<file path="src/rtl/op2_shifter_pkg.sv">
`timescale 1ns/1ps
package op2_shifter_pkg;
   typedef enum logic [1:0] {
      K_LSL = 2'd0,
      K_LSR = 2'd1,
      K_ASR = 2'd2,
      K_ROR = 2'd3
   } shift_kind_e;

   typedef enum logic [1:0] {
      F_IMM_AMT = 2'd0,
      F_REG_AMT = 2'd1,
      F_RRX     = 2'd2,
      F_ROT_IMM = 2'd3
   } op2_form_e;
endpackage

</file>
<file path="src/rtl/op2_shift_core.sv">
`timescale 1ns/1ps
module op2_shift_core
   import op2_shifter_pkg::*;
#(
   parameter int DW     = 32,
   parameter int AW     = 8,
   parameter bit STAGED = 1'b1
) (
   input  logic [DW-1:0] val,
   input  logic [AW-1:0] amt,
   input  shift_kind_e   kind,
   input  logic          cin,
   output logic [DW-1:0] res,
   output logic          cout
);
   localparam int LW = $clog2(DW);

   if ((1 << LW) != DW) begin : g_chk_pow2
      $error("op2_shift_core: DW must be a power of two");
   end
   if ((1 << AW) <= DW) begin : g_chk_aw
      $error("op2_shift_core: AW too narrow to encode DW");
   end

   logic          big;
   logic [AW-1:0] amt_c;
   logic [LW-1:0] rot_n;
   logic [DW:0]   lsl_x;
   logic [DW:0]   lsr_x;
   logic [DW:0]   asr_x;
   logic [DW-1:0] ror_v;

   assign big   = (amt > AW'(DW));
   assign amt_c = big ? AW'(DW) : amt;
   assign rot_n = amt[LW-1:0];
   assign lsl_x = {1'b0, val} << amt_c;
   assign lsr_x = {val, 1'b0} >> amt_c;
   assign asr_x = $unsigned($signed({val, 1'b0}) >>> amt_c);

   if (STAGED) begin : g_ror_staged
      logic [DW-1:0] st [0:LW];
      assign st[0] = val;
      for (genvar k = 0; k < LW; k++) begin : g_stage
         localparam int SH = 1 << k;
         assign st[k+1] = rot_n[k] ? {st[k][SH-1:0], st[k][DW-1:SH]} : st[k];
      end
      assign ror_v = st[LW];
   end else begin : g_ror_flat
      assign ror_v = (val >> rot_n) | (val << (DW - int'(rot_n)));
   end

   always_comb begin
      res  = val;
      cout = cin;
      if (amt != '0) begin
         unique case (kind)
            K_LSL: begin
               res  = big ? '0   : lsl_x[DW-1:0];
               cout = big ? 1'b0 : lsl_x[DW];
            end
            K_LSR: begin
               res  = big ? '0   : lsr_x[DW:1];
               cout = big ? 1'b0 : lsr_x[0];
            end
            K_ASR: begin
               res  = asr_x[DW:1];
               cout = asr_x[0];
            end
            K_ROR: begin
               res  = ror_v;
               cout = ror_v[DW-1];
            end
         endcase
      end
   end

   always_comb begin
      p_zero_amt_pass_r2: assert ((amt != '0) || (res == val && cout == cin))
         else $error("zero amount altered operand");
      p_big_logical_zero_r5: assert (!(big && (kind == K_LSL || kind == K_LSR))
                                     || (res == '0 && cout == 1'b0))
         else $error("logical overshift not zero");
      p_asr_sign_fill_r6: assert (!(kind == K_ASR && amt >= AW'(DW))
                                  || (res == {DW{val[DW-1]}} && cout == val[DW-1]))
         else $error("arith overshift not sign filled");
      p_ror_popcount_r7: assert (kind != K_ROR || $countones(res) == $countones(val))
         else $error("rotate changed bit count");
   end
endmodule

</file>
<file path="src/rtl/op2_rot_imm.sv">
`timescale 1ns/1ps
module op2_rot_imm #(
   parameter int DW = 32,
   parameter int IW = 8,
   parameter int RW = 4
) (
   input  logic [IW-1:0] imm,
   input  logic [RW-1:0] rot,
   input  logic          cin,
   output logic [DW-1:0] res,
   output logic          cout
);
   if ((1 << (RW + 1)) > DW) begin : g_chk_rot
      $error("op2_rot_imm: rotate field reaches past DW");
   end
   if (IW > DW) begin : g_chk_iw
      $error("op2_rot_imm: immediate wider than data");
   end

   logic [DW-1:0] ext;
   logic [RW:0]   rsh;

   assign ext  = DW'(imm);
   assign rsh  = {rot, 1'b0};
   assign res  = (ext >> rsh) | (ext << (DW - int'(rsh)));
   assign cout = (rot == '0) ? cin : res[DW-1];

   always_comb begin
      p_rot_imm_bits_r9: assert ($countones(res) == $countones(imm))
         else $error("rotated immediate lost bits");
      p_rot_imm_carry_r10: assert ((rot == '0) ? (cout == cin) : (cout == res[DW-1]))
         else $error("rotated immediate carry wrong");
   end
endmodule

</file>
<file path="src/rtl/op2_shifter.sv">
`timescale 1ns/1ps
module op2_shifter
   import op2_shifter_pkg::*;
#(
   parameter int DATA_W   = 32,
   parameter int REG_AW   = 8,
   parameter int IMM_W    = 8,
   parameter int ROT_W    = 4,
   parameter bit STAGED   = 1'b1,
   localparam int IMM_AW  = $clog2(DATA_W)
) (
   input  logic [DATA_W-1:0] op_val,
   input  logic [DATA_W-1:0] amt_reg,
   input  logic              carry_in,
   input  logic [1:0]        shift_kind,
   input  logic [1:0]        form_sel,
   input  logic [IMM_AW-1:0] imm_amt,
   input  logic [IMM_W-1:0]  imm_val,
   input  logic [ROT_W-1:0]  imm_rot,
   output logic [DATA_W-1:0] op2_out,
   output logic              carry_out
);
   if (REG_AW >= DATA_W) begin : g_chk_regaw
      $error("op2_shifter: REG_AW must be below DATA_W");
   end
   if (REG_AW <= IMM_AW) begin : g_chk_immaw
      $error("op2_shifter: REG_AW must exceed immediate amount width");
   end

   op2_form_e   form;
   shift_kind_e kind;
   logic [REG_AW-1:0] core_amt;
   logic [DATA_W-1:0] core_res, rimm_res, rrx_res;
   logic              core_c, rimm_c, rrx_c;
   logic              unused_amt_hi;

   assign form          = op2_form_e'(form_sel);
   assign kind          = shift_kind_e'(shift_kind);
   assign unused_amt_hi = ^amt_reg[DATA_W-1:REG_AW];
   assign core_amt      = (form == F_IMM_AMT) ? REG_AW'(imm_amt) : amt_reg[REG_AW-1:0];
   assign rrx_res       = {carry_in, op_val[DATA_W-1:1]};
   assign rrx_c         = op_val[0];

   op2_shift_core #(
      .DW     (DATA_W),
      .AW     (REG_AW),
      .STAGED (STAGED)
   ) i_core (
      .val  (op_val),
      .amt  (core_amt),
      .kind (kind),
      .cin  (carry_in),
      .res  (core_res),
      .cout (core_c)
   );

   op2_rot_imm #(
      .DW (DATA_W),
      .IW (IMM_W),
      .RW (ROT_W)
   ) i_rimm (
      .imm  (imm_val),
      .rot  (imm_rot),
      .cin  (carry_in),
      .res  (rimm_res),
      .cout (rimm_c)
   );

   always_comb begin
      unique case (form)
         F_IMM_AMT, F_REG_AMT: begin
            op2_out   = core_res;
            carry_out = core_c;
         end
         F_RRX: begin
            op2_out   = rrx_res;
            carry_out = rrx_c;
         end
         F_ROT_IMM: begin
            op2_out   = rimm_res;
            carry_out = rimm_c;
         end
      endcase
   end

   always_comb begin
      p_rrx_shape_r8: assert (form != F_RRX
                              || (op2_out[DATA_W-1] == carry_in && carry_out == op_val[0]
                                  && op2_out[DATA_W-2:0] == op_val[DATA_W-1:1]))
         else $error("rotate through carry wrong");
      p_imm_form_count_r1: assert (!(form == F_IMM_AMT && kind == K_ROR)
                                   || $countones(op2_out) == $countones(op_val))
         else $error("immediate rotate changed bit count");
   end
endmodule

</file>
<file path="config.mk">
export PLATFORM = sky130hd
export DESIGN_NAME = op2_shifter
export DESIGN_NICKNAME = d
export VERILOG_FILES = /design/src/rtl/op2_shifter_pkg.sv /design/src/rtl/op2_shift_core.sv /design/src/rtl/op2_rot_imm.sv /design/src/rtl/op2_shifter.sv
export SDC_FILE = /design/constraint.sdc
export NUM_CORES = 1
export LEC_CHECK = 0
export BUFFER_PORTS_ARGS = -buffer_cell sky130_fd_sc_hd__buf_2
export CORE_MARGIN = 3
export CORE_UTILIZATION = 60
export DETAILED_ROUTE_END_ITERATION = 8
export PLACE_DENSITY = 0.83
export SETUP_SLACK_MARGIN = 0.2
export SLEW_MARGIN = 20
export SYNTH_ARGS = -nofsm -noshare
export SYNTH_HDL_FRONTEND = slang
export SYNTH_SLANG_ARGS = --single-unit
</file>
<file path="constraint.sdc">
create_clock -name vclk -period 3.34
set_input_delay 0.167 -clock vclk [all_inputs]
set_output_delay 0.167 -clock vclk [all_outputs]
set_load 0.01 [all_outputs]
</file>
==> results of run 1 <==
## what timing repair did
| item | in CTS |
|---|---|
| endpoints found under the setup margin | 30 |
| cloned | 1 |
| pin swaps | 10 |
| resized for setup | 43 |
| hold buffers | 0 |
| setup buffers | 12 |
## kinds of logic after synthesis
family / count (synthesis) / share of synthesized area, %
adders and majority gates: 1 / 0.144
and+or+nand+nor: 573 / 29.7
AOI/OAI and AO/OA: 520 / 41.8
xor gates and xnor gates: 3 / 0.303
buffers and inverters: 154 / 8.24
muxes: 154 / 19.8
## Yosys cell counts, drive strengths merged (10+ instances only)
| cell | n | share of area [%] |
|---|---|---|
| nand3 | 71 | 4.1 |
| nor3 | 54 | 3.2 |
| a31oi | 35 | 2.5 |
| clkbuf | 73 | 3.2 |
| mux4 | 10 | 2.6 |
| and2 | 10 | 0.72 |
| mux2i | 108 | 12 |
| and3 | 12 | 0.87 |
| o22ai | 20 | 1.4 |
| o31ai | 13 | 1.1 |
| a221oi | 11 | 1.3 |
| o21ai | 96 | 5.8 |
| o311ai | 15 | 1.5 |
| mux2 | 36 | 4.7 |
| a32oi | 14 | 1.4 |
| a22oi | 28 | 2.4 |
| nor2 | 173 | 7.7 |
| a211oi | 23 | 2.1 |
| nand4 | 17 | 1.2 |
| a21oi | 98 | 5.8 |
| a22o | 10 | 1.0 |
| buf | 73 | 4.7 |
| o22a | 11 | 1.1 |
| nand2 | 197 | 8.5 |
| o211ai | 45 | 4.0 |
## through the flow
| stage | util, % | hold WS (ns) | setup TNS (ns) | instances |
|---|---|---|---|---|
| floorplan | - | 0.473 | 0 | 1405 |
| global placement | 74.0 | 0.673 | -0.230 | 1731 |
| detailed placement | 74.0 | 0.671 | -0.416 | 1731 |
| CTS | 76.2 | 0.671 | 0 | 1744 |
## layer usage
| layer | global-route usage (%) | GRT overflow |
|---|---|---|
| met5 | 32.2 | 0 |
| met3 | 65.1 | 1 |
| met1 | 72.0 | 2 |
| met4 | 64.4 | 14 |
| met2 | 85.2 | 18 |
==> results_dict.tcl, run 1 <==
set metrics [dict create \
    grt_remaining_overflow 35 \
    die_w_um 126 \
    num_io_pins 119 \
    post-dp-hpwl_um 38100 \
    floorplan.rows 43 \
    synth-warning-count 0 \
    grt_first_pass_wirelength_um 89300 \
    die_y_um 126 \
    maximum_number_of_pins_on_one_net_before_global_route_repair 39 \
    grtUsageTotal_pct 72.1 \
    dp_slack_ns -0.165 \
    initial_core_util_pct 61.9 \
    vias_in_the_first_global_route 15317 \
    yosysSeqAreaShare_pct 0 \
    postSynthCellCount 1405 \
    routability_congestion 1.55 \
    buffer_ports.inserted 95 \
    distinct_cell_type_count_of_the_synthesized_netlist 88 \
    error_message "[ERROR GRT-0116] Global routing finished with congestion. Check the congestion regions in the DRC Viewer." \
    halt_point_of_the_flow "global routing (5_1_grt)" \
    synthesis.area_mm2 0.00866 \
    synth.avg_cell_area_um2 6.16 \
    outcome "stopped before the end" \
    synth_fp_nets 1492 \
    place_area_mm2 0.0104 \
]
==> inputs of run 2 (changes only) <==
--- a/config.mk
+++ b/config.mk
@@ -7,10 +7,9 @@
 export LEC_CHECK = 0
 export BUFFER_PORTS_ARGS = -buffer_cell sky130_fd_sc_hd__buf_2
 export CORE_MARGIN = 3
-export CORE_UTILIZATION = 60
+export CORE_UTILIZATION = 40
 export DETAILED_ROUTE_END_ITERATION = 8
-export PLACE_DENSITY = 0.83
-export SETUP_SLACK_MARGIN = 0.2
+export PLACE_DENSITY_LB_ADDON = 0.15
 export SLEW_MARGIN = 20
 export SYNTH_ARGS = -nofsm -noshare
 export SYNTH_HDL_FRONTEND = slang
==> results_dict.tcl, run 2 <==
set metrics [dict create \
    cp-start-kind "input pin" \
    power.ir.vdd_worst_uv 106 \
    ff_latch_area_um2 0 \
    die_w_um 153 \
    final_total_power_mw 2.66 \
    crit_slowest_cell "sky130_fd_sc_hd__nor3_2" \
    critPathMaxStageDelay_ns 0.41 \
    floorplan.die_area_mm2 0.0235 \
    antenna_violations_before_repair 3 \
    synth-warning-count 0 \
    postSynthCellCount 1405 \
    cellPowerDensity_mw_per_mm2 236 \
    timing.final.setup_violations 1 \
    hold_ws_ns 0.763 \
    initial_core_util_pct 40.9 \
    die_y_um 153 \
    layout.filler_cells 2190 \
    worst_slew_margin_relative_to_its_limit_pct 27.0 \
    fmax_mhz 299 \
    core_area_mm2 0.0212 \
    ant_nets 0 \
    timing.critical_path.required_ns 3.17 \
    final-max-slew-violation-count 0 \
    areaGrowthSynthToFinish_pct 30.4 \
    synth_most_common_cell "sky130_fd_sc_hd__nand2_1" \
    final-instance-count-excl-fill 1891 \
    distinct_cell_type_count_of_the_synthesized_netlist 88 \
    num_io_pins 119 \
    yosys-top-cells-area "sky130_fd_sc_hd__mux2i_1 12%, sky130_fd_sc_hd__nand2_1 8.5%, sky130_fd_sc_hd__nor2_1 7.4%" \
    failed_checks "negative setup slack" \
    yosysSeqAreaShare_pct 0 \
    timing.hold.worst.class "input pin to output pin" \
    count_of_hold_buffers_inserted_by_post_cts_repair 0 \
    dr.pass1.iters 8 \
    vias_per_cell 7.51 \
    grt_setup_unrepaired "true" \
    final_nets 1705 \
    detailedRoute.firstIterationViolations 2714 \
    report.final.hold_viol_count 0 \
    synth_fp_nets 1492 \
    clock_buffer_count_in_the_final_layout 0 \
    setup_crit_end_kind "output pin" \
    final.min_clock_period_ns 3.34 \
    post-route-util_pct 53.4 \
    timing.critical_path.fanout_max 12 \
    outcome "finished with violations" \
    post-dp-hpwl_um 49000 \
    synth.avg_cell_area_um2 6.16 \
    grt_first_pass_wirelength_um 89200 \
    maximum_number_of_pins_on_one_net_before_global_route_repair 36 \
    crit_path_cell_trace "buf_2 > or3b_1 > o21ai_4 > buf_4 > clkbuf_16 > a211oi_1 > a211oi_1 > nor3_2 > a21oi_1 > a2111oi_0 > a21oi_1 > o31a_1 > buf_2" \
    final_min_period_over_clock_period_pct 100 \
    layout-drive-gt1-share_pct 29.6 \
    timing.final.ws_setup_ns -0.00379 \
    antenna_diode_count 0 \
    static-leakage-power_nw 4.75 \
    commonest_non_fill_non_tap_cell_in_the_layout "sky130_fd_sc_hd__buf_4" \
    routedWlPerCell_um 33.7 \
    floorplan.rows 53 \
    multi_input_comb_area_mm2 0.00821 \
    synth.largest_area_cell "sky130_fd_sc_hd__mux2i_1" \
    drcViolationCount 0 \
    worst-slew-pin-transition_ns 1.09 \
    vias_in_the_first_global_route 12795 \
    synth_largest_type_area_fraction_pct 12.5 \
    buffer_ports.inserted 95 \
    synthesis.area_mm2 0.00866 \
    setup_cp_type "input pin to output pin" \
    max_cap_violations 0 \
    placed_cells_incl_taps 1887 \
    fin_tns_setup_ns -0.00379 \
    grtUsageTotal_pct 50.7 \
    grt_remaining_overflow 0 \
    routability_congestion 1.15 \
    timing.critical_path.arrival_ns 3.18 \
    mostFrequentLayoutCells "239 x sky130_fd_sc_hd__buf_4, 191 x sky130_fd_sc_hd__nand2_1, 164 x sky130_fd_sc_hd__nor2_1" \
    synth_top_cells_by_count "197 x sky130_fd_sc_hd__nand2_1, 170 x sky130_fd_sc_hd__nor2_1, 108 x sky130_fd_sc_hd__mux2i_1" \
    route.vias.total 14195 \
    design.seq.count 0 \
    finalWirelength_um 63700 \
]
[run 2: logic make-up (layout without fill, tap and decap cells)]
family,count (synthesis),in the layout,synth area share [%]
AND/OR/NAND/NOR,573,573,29.7
AO/OA/AOI/OAI,520,520,41.8
multiplexers,154,154,19.8
buffers and inverters,154,365,8.24
XOR/XNOR,3,3,0.303
adder cells (fa/ha/maj),1,1,0.144
[run 2: worst max-delay path: cells and delay by family]
kind / cells / cell delay, ns
AOI/OAI and AO/OA: 7 / 1.51
and+or+nand+nor: 2 / 0.76
buffers and inverters: 4 / 0.71
[run 2: metrics by stage]
stage	setup WS, ns	instance area (µm²)
2_1_floorplan	0.450	8660
6_report	-0.00379	11300
5_1_grt	-0.0487	11300
3_3_place_gp	-0.272	11000
3_5_place_dp	-0.294	11000
4_1_cts	0.0119	11100
[run 2: repair_timing]
action / in CTS / in global routing
endpoints found under the setup margin: 9 / 29
buffers inserted: 0 / 3
gates cloned: 0 / 1
endpoints found under the hold margin: 0 / 0
resized for setup: 10 / 45
pin swaps: 0 / 5
[run 2: per-layer routing]
layer	global-route usage (%)	wire (µm)	vias up
li1	-	-	5863
met2	72.0	24700	1389
met3	19.9	10800	354
met1	64.7	22700	6583
met5	0	32	-
met4	29.5	5580	6
[run 2: cell type report]
| class | instances | area share, % |
|---|---|---|
| tap | 275 | 3.05 |
| timing repair buffer | 357 | 24.0 |
| inverter | 8 | 0.266 |
| multi-input combinational | 1251 | 72.7 |
[run 2: worst paths after layout]
| path | end | startpoint | cells after the start | slack, ns |
|---|---|---|---|---|
| worst max-delay path | op2_out[4] | form_sel[1] | 13 | -0.004 |
| worst min-delay path | op2_out[31] | carry_in | 4 | 0.76 |
[run 2: power breakdown]
group,internal (mW),switching [mW],total [mW]
Clock,0,0,0
Combinational,0.979,1.68,2.66
Sequential,0,0,0
Power figures use the tool's default switching activity.
